[src/rtl/pci_dec_pkg.sv]
package pci_dec_pkg;
  typedef enum logic [1:0] {
    CMD_NONE   = 2'b00,
    CMD_MEM_RD = 2'b01,
    CMD_MEM_WR = 2'b10
  } mem_cmd_e;
endpackage

[src/rtl/pci_cmd_decode.sv]
module pci_cmd_decode
  import pci_dec_pkg::*;
(
  input  logic [3:0] cbe_ni,
  output mem_cmd_e   cmd_o
);
  always_comb begin
    unique case (cbe_ni)
      4'b0110, 4'b1100, 4'b1110: cmd_o = CMD_MEM_RD;
      4'b0111, 4'b1111:          cmd_o = CMD_MEM_WR;
      default:                   cmd_o = CMD_NONE;
    endcase
  end
endmodule

[src/rtl/pci_addr_xlate.sv]
module pci_addr_xlate #(
  parameter int ADDR_W = 32
) (
  input  logic [ADDR_W-1:0] ad_i,
  input  logic              no_trans_i,
  output logic [ADDR_W-1:0] addr_o,
  output logic              in_low_o
);
  localparam int MSB = ADDR_W - 1;

  // top bit flips unless translation is suppressed
  assign addr_o   = {ad_i[MSB] ^ ~no_trans_i, ad_i[MSB-1:0]};
  assign in_low_o = ~addr_o[MSB];
endmodule

[src/rtl/pci_isa_pending.sv]
module pci_isa_pending (
  input  logic clk_i,
  input  logic rst_ni,
  input  logic hold_ni,
  input  logic isa_master_ni,
  input  logic consume_i,
  output logic pending_o
);
  logic arm;
  logic pending_q;

  assign arm = ~hold_ni & ~isa_master_ni;

  // a new arm wins over a coincident consume
  always_ff @(posedge clk_i or negedge rst_ni) begin
    if (!rst_ni) pending_q <= 1'b0;
    else         pending_q <= (pending_q & ~consume_i) | arm;
  end

  assign pending_o = pending_q;

  assert_arm_R7: assert property (@(posedge clk_i) disable iff (!rst_ni)
    (!hold_ni && !isa_master_ni) |=> pending_q);
  assert_clear_R8: assert property (@(posedge clk_i) disable iff (!rst_ni)
    (pending_q && consume_i && (hold_ni || isa_master_ni)) |=> !pending_q);
  assert_keep_R9: assert property (@(posedge clk_i) disable iff (!rst_ni)
    (pending_q && !consume_i) |=> pending_q);
  assert_idle_R7: assert property (@(posedge clk_i) disable iff (!rst_ni)
    (!pending_q && (hold_ni || isa_master_ni)) |=> !pending_q);
endmodule

[src/rtl/pci_inbound_decoder.sv]
module pci_inbound_decoder
  import pci_dec_pkg::*;
#(
  parameter int ADDR_W = 32
) (
  input  logic              clk_i,
  input  logic              rst_ni,
  input  logic              frame_ni,
  input  logic [3:0]        cbe_ni,
  input  logic [ADDR_W-1:0] ad_i,
  input  logic              bridge_gnt_i,
  input  logic              hold_ni,
  input  logic              isa_master_ni,
  output logic              dec_valid_o,
  output logic [1:0]        dec_cmd_o,
  output logic [ADDR_W-1:0] mem_addr_o,
  output logic              no_trans_o,
  output logic              in_range_o,
  output logic              abort_o
);
  localparam int MSB = ADDR_W - 1;

  logic              frame_q;
  logic              addr_phase;
  logic              consume;
  logic              pending;
  logic              skip_xlate;
  mem_cmd_e          cmd;
  logic              is_mem;
  logic [ADDR_W-1:0] xaddr;
  logic              in_low;

  always_ff @(posedge clk_i or negedge rst_ni) begin
    if (!rst_ni) frame_q <= 1'b1;
    else         frame_q <= frame_ni;
  end

  assign addr_phase = frame_q & ~frame_ni;
  assign consume    = addr_phase & bridge_gnt_i;
  assign skip_xlate = consume & pending;

  pci_isa_pending u_pending (
    .clk_i         (clk_i),
    .rst_ni        (rst_ni),
    .hold_ni       (hold_ni),
    .isa_master_ni (isa_master_ni),
    .consume_i     (consume),
    .pending_o     (pending)
  );

  pci_cmd_decode u_cmd (
    .cbe_ni (cbe_ni),
    .cmd_o  (cmd)
  );

  pci_addr_xlate #(.ADDR_W(ADDR_W)) u_xlate (
    .ad_i       (ad_i),
    .no_trans_i (skip_xlate),
    .addr_o     (xaddr),
    .in_low_o   (in_low)
  );

  assign is_mem = (cmd != CMD_NONE);

  always_ff @(posedge clk_i or negedge rst_ni) begin
    if (!rst_ni) begin
      dec_valid_o <= 1'b0;
      dec_cmd_o   <= 2'b00;
      mem_addr_o  <= '0;
      no_trans_o  <= 1'b0;
      in_range_o  <= 1'b0;
      abort_o     <= 1'b0;
    end else begin
      dec_valid_o <= addr_phase;
      dec_cmd_o   <= addr_phase ? cmd : CMD_NONE;
      no_trans_o  <= skip_xlate;
      in_range_o  <= addr_phase & is_mem & in_low;
      abort_o     <= addr_phase & is_mem & ~in_low;
      if (addr_phase) mem_addr_o <= xaddr;
    end
  end

  assert_one_shot_R6: assert property (@(posedge clk_i) disable iff (!rst_ni)
    dec_valid_o |=> !dec_valid_o);
  assert_excl_R5: assert property (@(posedge clk_i) disable iff (!rst_ni)
    !(in_range_o && abort_o));
  assert_range_R5: assert property (@(posedge clk_i) disable iff (!rst_ni)
    in_range_o |-> (dec_valid_o && !mem_addr_o[MSB]));
  assert_ignored_R3: assert property (@(posedge clk_i) disable iff (!rst_ni)
    (dec_valid_o && dec_cmd_o == 2'b00) |-> (!in_range_o && !abort_o));
  assert_flip_R4: assert property (@(posedge clk_i) disable iff (!rst_ni)
    (dec_valid_o && !no_trans_o) |-> (mem_addr_o[MSB] != $past(ad_i[MSB])));
  assert_flag_R8: assert property (@(posedge clk_i) disable iff (!rst_ni)
    no_trans_o |-> (dec_valid_o && mem_addr_o == $past(ad_i)));
endmodule

[config.mk]
export PLATFORM = sky130hd
export DESIGN_NAME = pci_inbound_decoder
export DESIGN_NICKNAME = d
export VERILOG_FILES = /design/src/rtl/pci_dec_pkg.sv /design/src/rtl/pci_cmd_decode.sv /design/src/rtl/pci_addr_xlate.sv /design/src/rtl/pci_isa_pending.sv /design/src/rtl/pci_inbound_decoder.sv
export SDC_FILE = /design/constraint.sdc
export NUM_CORES = 1
export LEC_CHECK = 0
export ABC_AREA = 1
export BUFFER_PORTS_ARGS = -buffer_cell sky130_fd_sc_hd__buf_4
export CORE_MARGIN = 4
export CORE_UTILIZATION = 35
export CTS_CLUSTER_SIZE = 30
export DETAILED_ROUTE_END_ITERATION = 10
export GPL_ROUTABILITY_DRIVEN = 0
export HOLD_SLACK_MARGIN = 0.15
export MAX_ROUTING_LAYER = met4
export PLACE_DENSITY = 0.72
export SETUP_SLACK_MARGIN = 0.5
export SKIP_CTS_REPAIR_TIMING = 1
export SLEW_MARGIN = 10
export SYNTH_ARGS = -nofsm -noshare
export SYNTH_HDL_FRONTEND = slang
export SYNTH_SLANG_ARGS = --single-unit
[constraint.sdc]
create_clock -name clk_i -period 1.1 [get_ports clk_i]
set_input_delay 0.22 -clock clk_i [delete_from_list [all_inputs] [get_ports clk_i]]
set_output_delay 0.22 -clock clk_i [all_outputs]
set_load 0.005 [all_outputs]
Word-level counts from Yosys, hierarchy flattened
Cells that the tools add are included.
- register bits: 40
- bits in latches: 0
- memory bits (writable): 0
- ROM bits: 0
- input bits: 42
- output and inout bits: 38
- word-level logic and storage cells: 34
- memories kept: 0
- add/sub/neg operators: 0
- $mul: 0
- div/mod/pow operators: 0
- order comparisons: 0
- equal/unequal tests: 5
- shift-type cells: 0
- muxes and demuxes: 2
- bitwise gates (word level): 16
- reductions and logical operators: 3
- operator list (operator ; number):
    $eq 4x4->1 const B ; 3
    $and 1x1->1 ; 8
    $eq 4x3->1 const B ; 2
    $not 1->1 ; 6
    $pmux 2 s2 ; 1
    $reduce_or 3->1 ; 1
    $mux 2 ; 1
    $reduce_bool 2->1 ; 1
    $reduce_or 2->1 ; 1
    $or 1x1->1 ; 1
    $xor 1x1->1 ; 1

Longest topological paths before layout
Gate-level depths: netlist of the first run.
- depth after elaboration: 8
- gate-level depth with buffers: 6

Modules after synthesis
A second synthesis of the first run with hierarchy kept.
- cell total of the unflattened synthesis: 210
- area, all modules: 1805.5 sq um
- by module, submodules not included (module ; instances ; cells an instance ; area each (sq um) ; seq. area each (sq um)):
    pci_inbound_decoder ; 1 ; 158 ; 1472.7 ; 977.2
    pci_addr_xlate ; 1 ; 39 ; 262.8 ; 0.0
    pci_isa_pending ; 1 ; 7 ; 47.5 ; 25.0
    pci_cmd_decode ; 1 ; 6 ; 22.5 ; 0.0

Least setup slack after synthesis of the first run
No wires, ideal clock.
- path kind: reg-to-reg
- from: reg frame_q
- to: reg mem_addr_o[10]
- setup time: 0.116 ns
- arrival: 0.996 ns
- slack: -0.012 ns
- stages on the path, launching flop included: 7
- path buffers: 1
- period minus slack after synthesis: 1.112 ns
- path through: dfstp_2 inv_2 nor2_8 inv_4 buf_4 nand2_1 nand2_1
- longest elaborated chain between the ends: 1
- ends and longest elaborated chain (item ; RTL line ; RTL):
    start: declaration ; pci_inbound_decoder.sv:23 ; logic frame_q;
    start signal: assignment ; pci_inbound_decoder.sv:35 ; else frame_q <= frame_ni;
    $and 1x1->1 ; pci_inbound_decoder.sv:38 ; assign addr_phase = frame_q & ~frame_ni;
    end signal: assignment ; pci_inbound_decoder.sv:79 ; if (addr_phase) mem_addr_o <= xaddr;
    end: declaration ; pci_inbound_decoder.sv:16 ; output logic [ADDR_W-1:0] mem_addr_o,
Every way passes these cells.
A chain may end at the register's enable or synchronous reset.

Worst setup path after layout of the first run
- from: reg frame_q
- to: reg mem_addr_o[13]
The elaborated chain is that of the path after synthesis.

==> flow_summary.toml, run 1 <==
[cts]
clk-insertion-delay-late_ns = 0.28
htreeDepth = 2
cts_tree = "done"
numCtsBuffers = 5
clk_pin_slew_worst_paths_ns = 0.07
root_buffer = "clkbuf_8"
cts_sinks = 40
clk_path_buf_depth = 2

[global_route]
antenna_found_initial = 0
overflow = 0
grt_pass1_vias = 1313
grt_usage = 0.137
grt_max_degree = 41
grt_pass1_wl_um = 5620

[finish]
layout_commonest_cell = "nand2_1"
final_cell_mix = "nand2_1 (99), buf_4 (51), dfrtp_1 (39)"
antenna_cells = 0
final_layout_size_suffix_gt1_frac = 0.412
layout.cells.non_filler = 312
nets = 303
syn_to_final_growth_pct = 63.8

[routing]
via_count = 1366
viasPerCell = 4.38
routedWlPerCell_um = 12.1
dr.pass1.iters = 4
wl_um = 3780
drc = 0
drt_iter0_markers = 73
ant_nets = 0

[critical_path]
cp-start-kind = "flop"
r2r_start = "frame_q$_DFF_PN1_"
crit_start = "frame_q$_DFF_PN1_"
worstSetupEndpoint = "mem_addr_o[13]$_DFFE_PN0P_"
cp_common_cell = "nand2_1"
cp_cell_sequence = "inv_2 -> nor2_8 -> inv_4 -> buf_12 -> nand2_1 -> nand2_1"
r2r-end = "mem_addr_o[13]$_DFFE_PN0P_"
reg2reg_slack_ns = -0.07
critical_path.slowest_cell = "dfstp_2"
r2r_cells = 6
critical_path.max_stage_delay_ns = 0.54
crit_type = "flop to flop"
required_ns = 1.27
arrival_ns = 1.35
cp-end-kind = "flop"
critPathMaxFanout = 20

[outcome]
violations = "negative hold slack, negative setup slack"
status = "finished, violations left"

[die]
die_h_um = 74.4
start_util = 0.375
fp-row-count = 23
num_io_pins = 80
dieArea_mm2 = 0.00553
core_area_mm2 = 0.00412
die_width_um = 74.4

[pwr]
irDropWorstVdd_v = 0.000755
power.total_uw = 3490
cellLeakagePower_uw = 0.00141
power_per_cell_area_mw_per_mm2 = 1380

[place]
dp.cells = 296
dp_slack_ns = -0.0579
portBuffers = 79
hpwl_um = 2670

[sta]
skew_ns = 0.00299
hold_violations = 39
slew_viol_final = 0
post-route-period-util = 1.07
setup_slack_ns = -0.0744
whs_ns = -0.102
tns_ns = -1.79
timing.max_slew.rel_slack = 0.672
rsz0062_at_grt = "true"
layout_min_cycle_time_ns = 1.17
tightestPinTransition_ns = 0.492
setup_viol = 35
max_freq_mhz = 851

[min_path]
hp-class = "input pin to asynchronous set/reset pin"

[yosys]
async_flop_share = 1.00
ys_warn_count = 0
synth.net_count = 211
postSynthCellCount = 169
synth_cell_types = 17
yosys-top-cells-area = "dfrtp_1 (63%), nand2_1 (25%), dfstp_2 (1.7%)"
ys_seq_area_frac = 0.650
synth_edf_count = 0
synth_top_area_frac = 0.633
syn_area_per_cell_um2 = 9.12
synth-seq-cells = 40
synth_top_area_cell = "dfrtp_1"
synth_ff_type = "dfrtp_1"
syn_area_mm2 = 0.00154

[flow_run]
maxCapViolations = 0
## cell families (layout without fill, tap and decap cells)
kind of cell,after synthesis,in the layout,synth area share
AOI/OAI and AO/OA,2,2,0.00649
DFF,40,40,0.650
and+or+nand+nor,114,114,0.298
buffers and inverters,13,106,0.0454
## per-stage QoR
stage	utilization	area (µm²)
final	0.614	2520
after global routing	0.614	2520
after CTS	0.559	2300
after detailed placement	0.537	2210
after global placement	0.537	2210
after floorplan	-	1540
## cell usage after synthesis (2+ instances only)
library cell and n:
nor2_1 5, nand2_1 103, buf_4 2, buf_2 3, nand4_1 2, inv_1 4
inv_2 2, dfrtp_1 39
## state kept, by name, indices dropped and copies added (netlist names)
register / cells
dec_cmd_o: 2
dec_valid_o: 1
mem_addr_o: 32
abort_o: 1
u_pending.pending_o: 1
frame_q: 1
in_range_o: 1
no_trans_o: 1
## critical path: cells and delay by family (launching register included)
family,cells,cell delay (ns)
flip-flops,1,0.54
buffers and inverters,3,0.28
AND/OR/NAND/NOR,3,0.24
## metal layers
| layer | wire, µm | global-route usage | share of wire |
|---|---|---|---|
| met5 | 0 | - | 0 |
| met1 | 1530 | 0.166 | 0.40 |
| met4 | 26 | 0.0415 | 0.0069 |
| met2 | 1870 | 0.214 | 0.49 |
| met3 | 354 | 0.0486 | 0.094 |
## worst min-delay path by stage
stage / end / slack (ns) / cells after the start / start
after detailed placement: mem_addr_o[25]$_DFFE_PN0P_ / 0.23 / 1 / rst_ni
after global placement: mem_addr_o[25]$_DFFE_PN0P_ / 0.23 / 1 / rst_ni
after CTS: mem_addr_o[6]$_DFFE_PN0P_ / -0.09 / 1 / rst_ni
after global routing: mem_addr_o[25]$_DFFE_PN0P_ / -0.07 / 1 / rst_ni
final: mem_addr_o[25]$_DFFE_PN0P_ / -0.10 / 1 / rst_ni
after floorplan: abort_o$_DFF_PN0_ / -0.08 / 0 / rst_ni
## final cells by class
cell class / count / area, µm²
Fill cell: 360 / 1590
Sequential cell: 40 / 1000
Timing Repair Buffer: 91 / 851
Multi-Input combinational cell: 116 / 490
Clock buffer: 8 / 90.1
Tap cell: 50 / 62.6
Inverter: 7 / 28.8
## power by group
group | switching [µW] | leakage [µW] | internal (µW) | total, µW
combinational | 284 | 0.000867 | 499 | 783
sequential | 119 | 0.000498 | 1630 | 1750
clock | 449 | 0.0000455 | 511 | 960
(Power assumes the default switching activity.)
==> inputs of run 2 (changes only) <==
CORE_UTILIZATION = 40   (was 35)
PLACE_DENSITY = 0.8   (was 0.72)
==> flow_summary.toml, run 2 (synthesis results as in run 1) <==
[outcome]
status = "finished, violations left"
violations = "negative hold slack, negative setup slack"

[pwr]
power_per_cell_area_mw_per_mm2 = 1370
irDropWorstVdd_v = 0.00112
cellLeakagePower_uw = 0.00143

[finish]
seq_area_mm2 = 0.00100
nets = 307
reg.largest.list = "mem_addr_o x32, dec_cmd_o x2"
final_layout_size_suffix_gt1_frac = 0.406
multi_input_area_um2 = 475
antenna_cells = 0
layout.cells.non_filler = 314
layout_commonest_cell = "nand2_1"
final_cell_mix = "nand2_1 (103), buf_4 (58), dfrtp_1 (39)"
largest_reg_flops = 32
syn_to_final_growth_pct = 65.3
num-fill-cells = 294
regMostFlops = "mem_addr_o"

[cts]
cts_sinks = 40
clk_pin_slew_worst_paths_ns = 0.07
clk-insertion-delay-late_ns = 0.28
cts_tree = "done"
root_buffer = "clkbuf_8"
numCtsBuffers = 5
htreeDepth = 2
clk_path_buf_depth = 2

[die]
die_h_um = 70.1
dieArea_mm2 = 0.00491
core_area_mm2 = 0.00369
die_width_um = 70.1
fp-row-count = 22
start_util = 0.418
num_io_pins = 80

[sta]
slew_viol_final = 0
whs_ns = -0.102
tightestPinTransition_ns = 0.489
setup_viol = 35
post-route-period-util = 1.07
hold_violations = 39
rsz0062_at_grt = "true"
layout_min_cycle_time_ns = 1.17
timing.max_slew.rel_slack = 0.674
max_freq_mhz = 853
setup_slack_ns = -0.0720
skew_ns = 0.00628

[min_path]
hp-class = "input pin to asynchronous set/reset pin"

[routing]
ant_nets = 0
drt_iter0_markers = 55
via_count = 1425
dr.pass1.iters = 4
routedWlPerCell_um = 11.8
viasPerCell = 4.54
drc = 0
wl_um = 3700

[place]
portBuffers = 79
dp_slack_ns = -0.0814
hpwl_um = 2680
dp.cells = 295

[global_route]
grt_pass1_wl_um = 5710
grt_pass1_vias = 1318
antenna_found_initial = 0
grt_usage = 0.149
overflow = 0
grt_max_degree = 41

[critical_path]
cp.depth = 6
crit_family = "flip-flops"
cp_cell_sequence = "inv_2 -> nor2_8 -> inv_4 -> buf_12 -> nand2_1 -> nand2_1"
arrival_ns = 1.34
critPathMaxFanout = 15
r2r_cells = 6
cp_common_cell = "nand2_1"
critical_path.slowest_cell = "dfstp_2"
cp-end-kind = "flop"
reg2reg_slack_ns = -0.07
path_buf_inv = 3
crit_type = "flop to flop"
critical_path.max_stage_delay_ns = 0.54
required_ns = 1.27
cp-start-kind = "flop"

[flow_run]
maxCapViolations = 0
[run 2: changes by cell type in the layout (fill, tap and decap cells not counted), sizes merged]
cell,previous run,this run
clkbuf,8,9
buf,91,94
[run 2: power by group]
| part | total, µW | switching [µW] | leakage [µW] | internal [µW] |
|---|---|---|---|---|
| Sequential | 1750 | 112 | 0.000498 | 1630 |
| Combinational | 788 | 284 | 0.000887 | 504 |
| Clock | 956 | 445 | 0.0000455 | 511 |
[run 2: worst reg2reg max path, cell delays in order (launching register included)]
cell and delay, ns:
dfstp_2 0.54, inv_2 0.05, nor2_8 0.12, inv_4 0.07, buf_12 0.15, nand2_1 0.07
nand2_1 0.06
[run 2: area by class of cell]
class,instances,share of cell area
multi-input cells,116,0.187
clock buffers,8,0.0353
repair buffers,95,0.350
well taps,48,0.0236
flip-flops and latches,40,0.393
inverters,7,0.0113
[run 2: metrics by stage]
step | hold slack, ns | total power [µW] | utilization | area, µm² | TNS (ns)
floorplan | -0.0756 | 1940 | - | 1540 | -0.236
global placement | 0.214 | 2380 | 0.604 | 2230 | -0.589
detailed placement | 0.217 | 2400 | 0.604 | 2230 | -1.72
CTS | -0.0940 | 3370 | 0.629 | 2320 | -2.17
global route | -0.0618 | 3680 | 0.691 | 2550 | -3.49
finish | -0.102 | 3490 | 0.691 | 2550 | -1.74
[run 2: final timing paths]
kind,from,endpoint
hold reg to reg,mem_addr_o[22]$_DFFE_PN0P_,mem_addr_o[22]$_DFFE_PN0P_
max in group asynchronous,rst_ni,frame_q$_DFF_PN1_
min in group clk_i,frame_ni,frame_q$_DFF_PN1_
hold / removal,rst_ni,mem_addr_o[26]$_DFFE_PN0P_
setup / recovery,frame_q$_DFF_PN1_,mem_addr_o[15]$_DFFE_PN0P_
setup reg to reg,frame_q$_DFF_PN1_,mem_addr_o[15]$_DFFE_PN0P_
[run 2: per-layer routing]
layer  global-route usage  vias up  wire [µm]
met1                0.164      667       1540
met3               0.0590        2        308
li1                     -      704          -
met4               0.0319        0         23
met2                0.256       52       1830
met5                    -        -          0
==> inputs of run 3 (changes only) <==
CORE_MARGIN = default   (was 4)
==> flow_summary.toml, run 3 (synthesis results as in run 1) <==
[sta]
max_freq_mhz = 831
skew_ns = 0.00190
setup_viol = 34
layout_min_cycle_time_ns = 1.20
timing.max_slew.rel_slack = 0.681
setup_slack_ns = -0.104
hold_violations = 39
tightestPinTransition_ns = 0.479
whs_ns = -0.101
post-route-period-util = 1.09
rsz0062_at_grt = "true"
slew_viol_final = 0

[die]
die_width_um = 64.1
num_io_pins = 80
start_util = 0.418
die_h_um = 64.1
core_area_mm2 = 0.00369
dieArea_mm2 = 0.00411
fp-row-count = 22

[global_route]
antenna_found_initial = 0
grt_pass1_wl_um = 5610
grt_pass1_vias = 1291
overflow = 0
grt_max_degree = 41
grt_usage = 0.183

[finish]
reg.largest.list = "mem_addr_o x32, dec_cmd_o x2"
largest_reg_flops = 32
layout_commonest_cell = "nand2_1"
regMostFlops = "mem_addr_o"
antenna_cells = 0
final_cell_mix = "nand2_1 (90), buf_4 (52), buf_6 (40)"
nets = 306
final_layout_size_suffix_gt1_frac = 0.464
syn_to_final_growth_pct = 69.6

[critical_path]
cp-end-kind = "flop"
required_ns = 1.32
critical_path.max_stage_delay_ns = 0.54
arrival_ns = 1.42
critPathMaxFanout = 14
critical_path.slowest_cell = "dfstp_2"
cp_cell_sequence = "inv_2 -> nor2_8 -> buf_4 -> nand2_1 -> nand2_2"
crit_type = "flop to flop"
cp-start-kind = "flop"

[flow_run]
maxCapViolations = 0

[cts]
numCtsBuffers = 5
cts_sinks = 40
clk-insertion-delay-late_ns = 0.28
clk_path_buf_depth = 2
htreeDepth = 2
cts_tree = "done"
root_buffer = "clkbuf_8"
clk_pin_slew_worst_paths_ns = 0.07

[routing]
m1WireLength_um = 1510
drt_iter0_markers = 50
wl_um = 3570
met3_length_um = 191
drc = 0
route.met2.wl_um = 1850
highest_layer = "met4"
routedWlPerCell_um = 11.4
via_count = 1410
dr.pass1.iters = 2
ant_nets = 0
viasPerCell = 4.50

[min_path]
hp-class = "input pin to asynchronous set/reset pin"

[pwr]
cellLeakagePower_uw = 0.00145
power.total_uw = 3840
irDropWorstVdd_v = 0.000935
power_per_cell_area_mw_per_mm2 = 1470

[outcome]
violations = "negative hold slack, negative setup slack"
status = "finished, violations left"

[place]
portBuffers = 79
hpwl_um = 2430
dp_slack_ns = -0.0807
[run 3: changes by cell type in the layout (fill, tap and decap cells not counted), sizes merged]
cell and change:
clkbuf -2, bufinv +1
[run 3: final timing paths]
| path | startpoint | end | slack (ns) | cells past startpoint |
|---|---|---|---|---|
| worst max-delay path | frame_q$_DFF_PN1_ | mem_addr_o[16]$_DFFE_PN0P_ | -0.10 | 5 |
| worst min-delay path | rst_ni | mem_addr_o[19]$_DFFE_PN0P_ | -0.10 | 1 |
| worst max register to register | frame_q$_DFF_PN1_ | mem_addr_o[16]$_DFFE_PN0P_ | -0.10 | 5 |
| worst min register to register | mem_addr_o[5]$_DFFE_PN0P_ | mem_addr_o[5]$_DFFE_PN0P_ | 0.49 | 2 |
| max in group asynchronous | rst_ni | frame_q$_DFF_PN1_ | 0.85 | 1 |
| min in group clk_i | frame_ni | frame_q$_DFF_PN1_ | 0.08 | 1 |
[run 3: report_power, final]
group	leakage (µW)	internal [µW]	switching (µW)
clock	0.0000645	800	464
sequential	0.000498	1630	122
combinational	0.000883	522	297
total	0.00145	2950	883
[run 3: routing by layer]
layer  track usage  vias up
met5             -        -
met4        0.0341        0
met3        0.0554        2
met2         0.310       53
met1         0.216      655
li1              -      700
[run 3: worst max-delay path, delay by kind of cell (launching register included)]
| kind | cells | cell delay (ns) |
|---|---|---|
| buffers and inverters | 2 | 0.29 |
| and+or+nand+nor | 3 | 0.32 |
| DFF | 1 | 0.54 |
[run 3: per-stage QoR]
stage / cell area (µm²) / hold WS [ns] / TNS [ns] / util / std cells
floorplan: 1540 / -0.0756 / -0.236 / - / 169
global placement: 2220 / 0.216 / -0.380 / 0.603 / 296
detailed placement: 2220 / 0.219 / -1.57 / 0.603 / 296
CTS: 2350 / -0.0955 / -2.20 / 0.637 / 304
global route: 2610 / -0.0838 / -4.33 / 0.709 / 313
finish: 2610 / -0.101 / -1.89 / 0.709 / 313
[run 3: layout make-up]
cell class	instances	area (µm²)
tap	48	60.1
clock buffer	7	96.3
timing repair buffer	94	881
inverter	7	31.3
clock inverter	1	30.0
sequential	40	1000
fill	295	1070
multi-input combinational	116	513
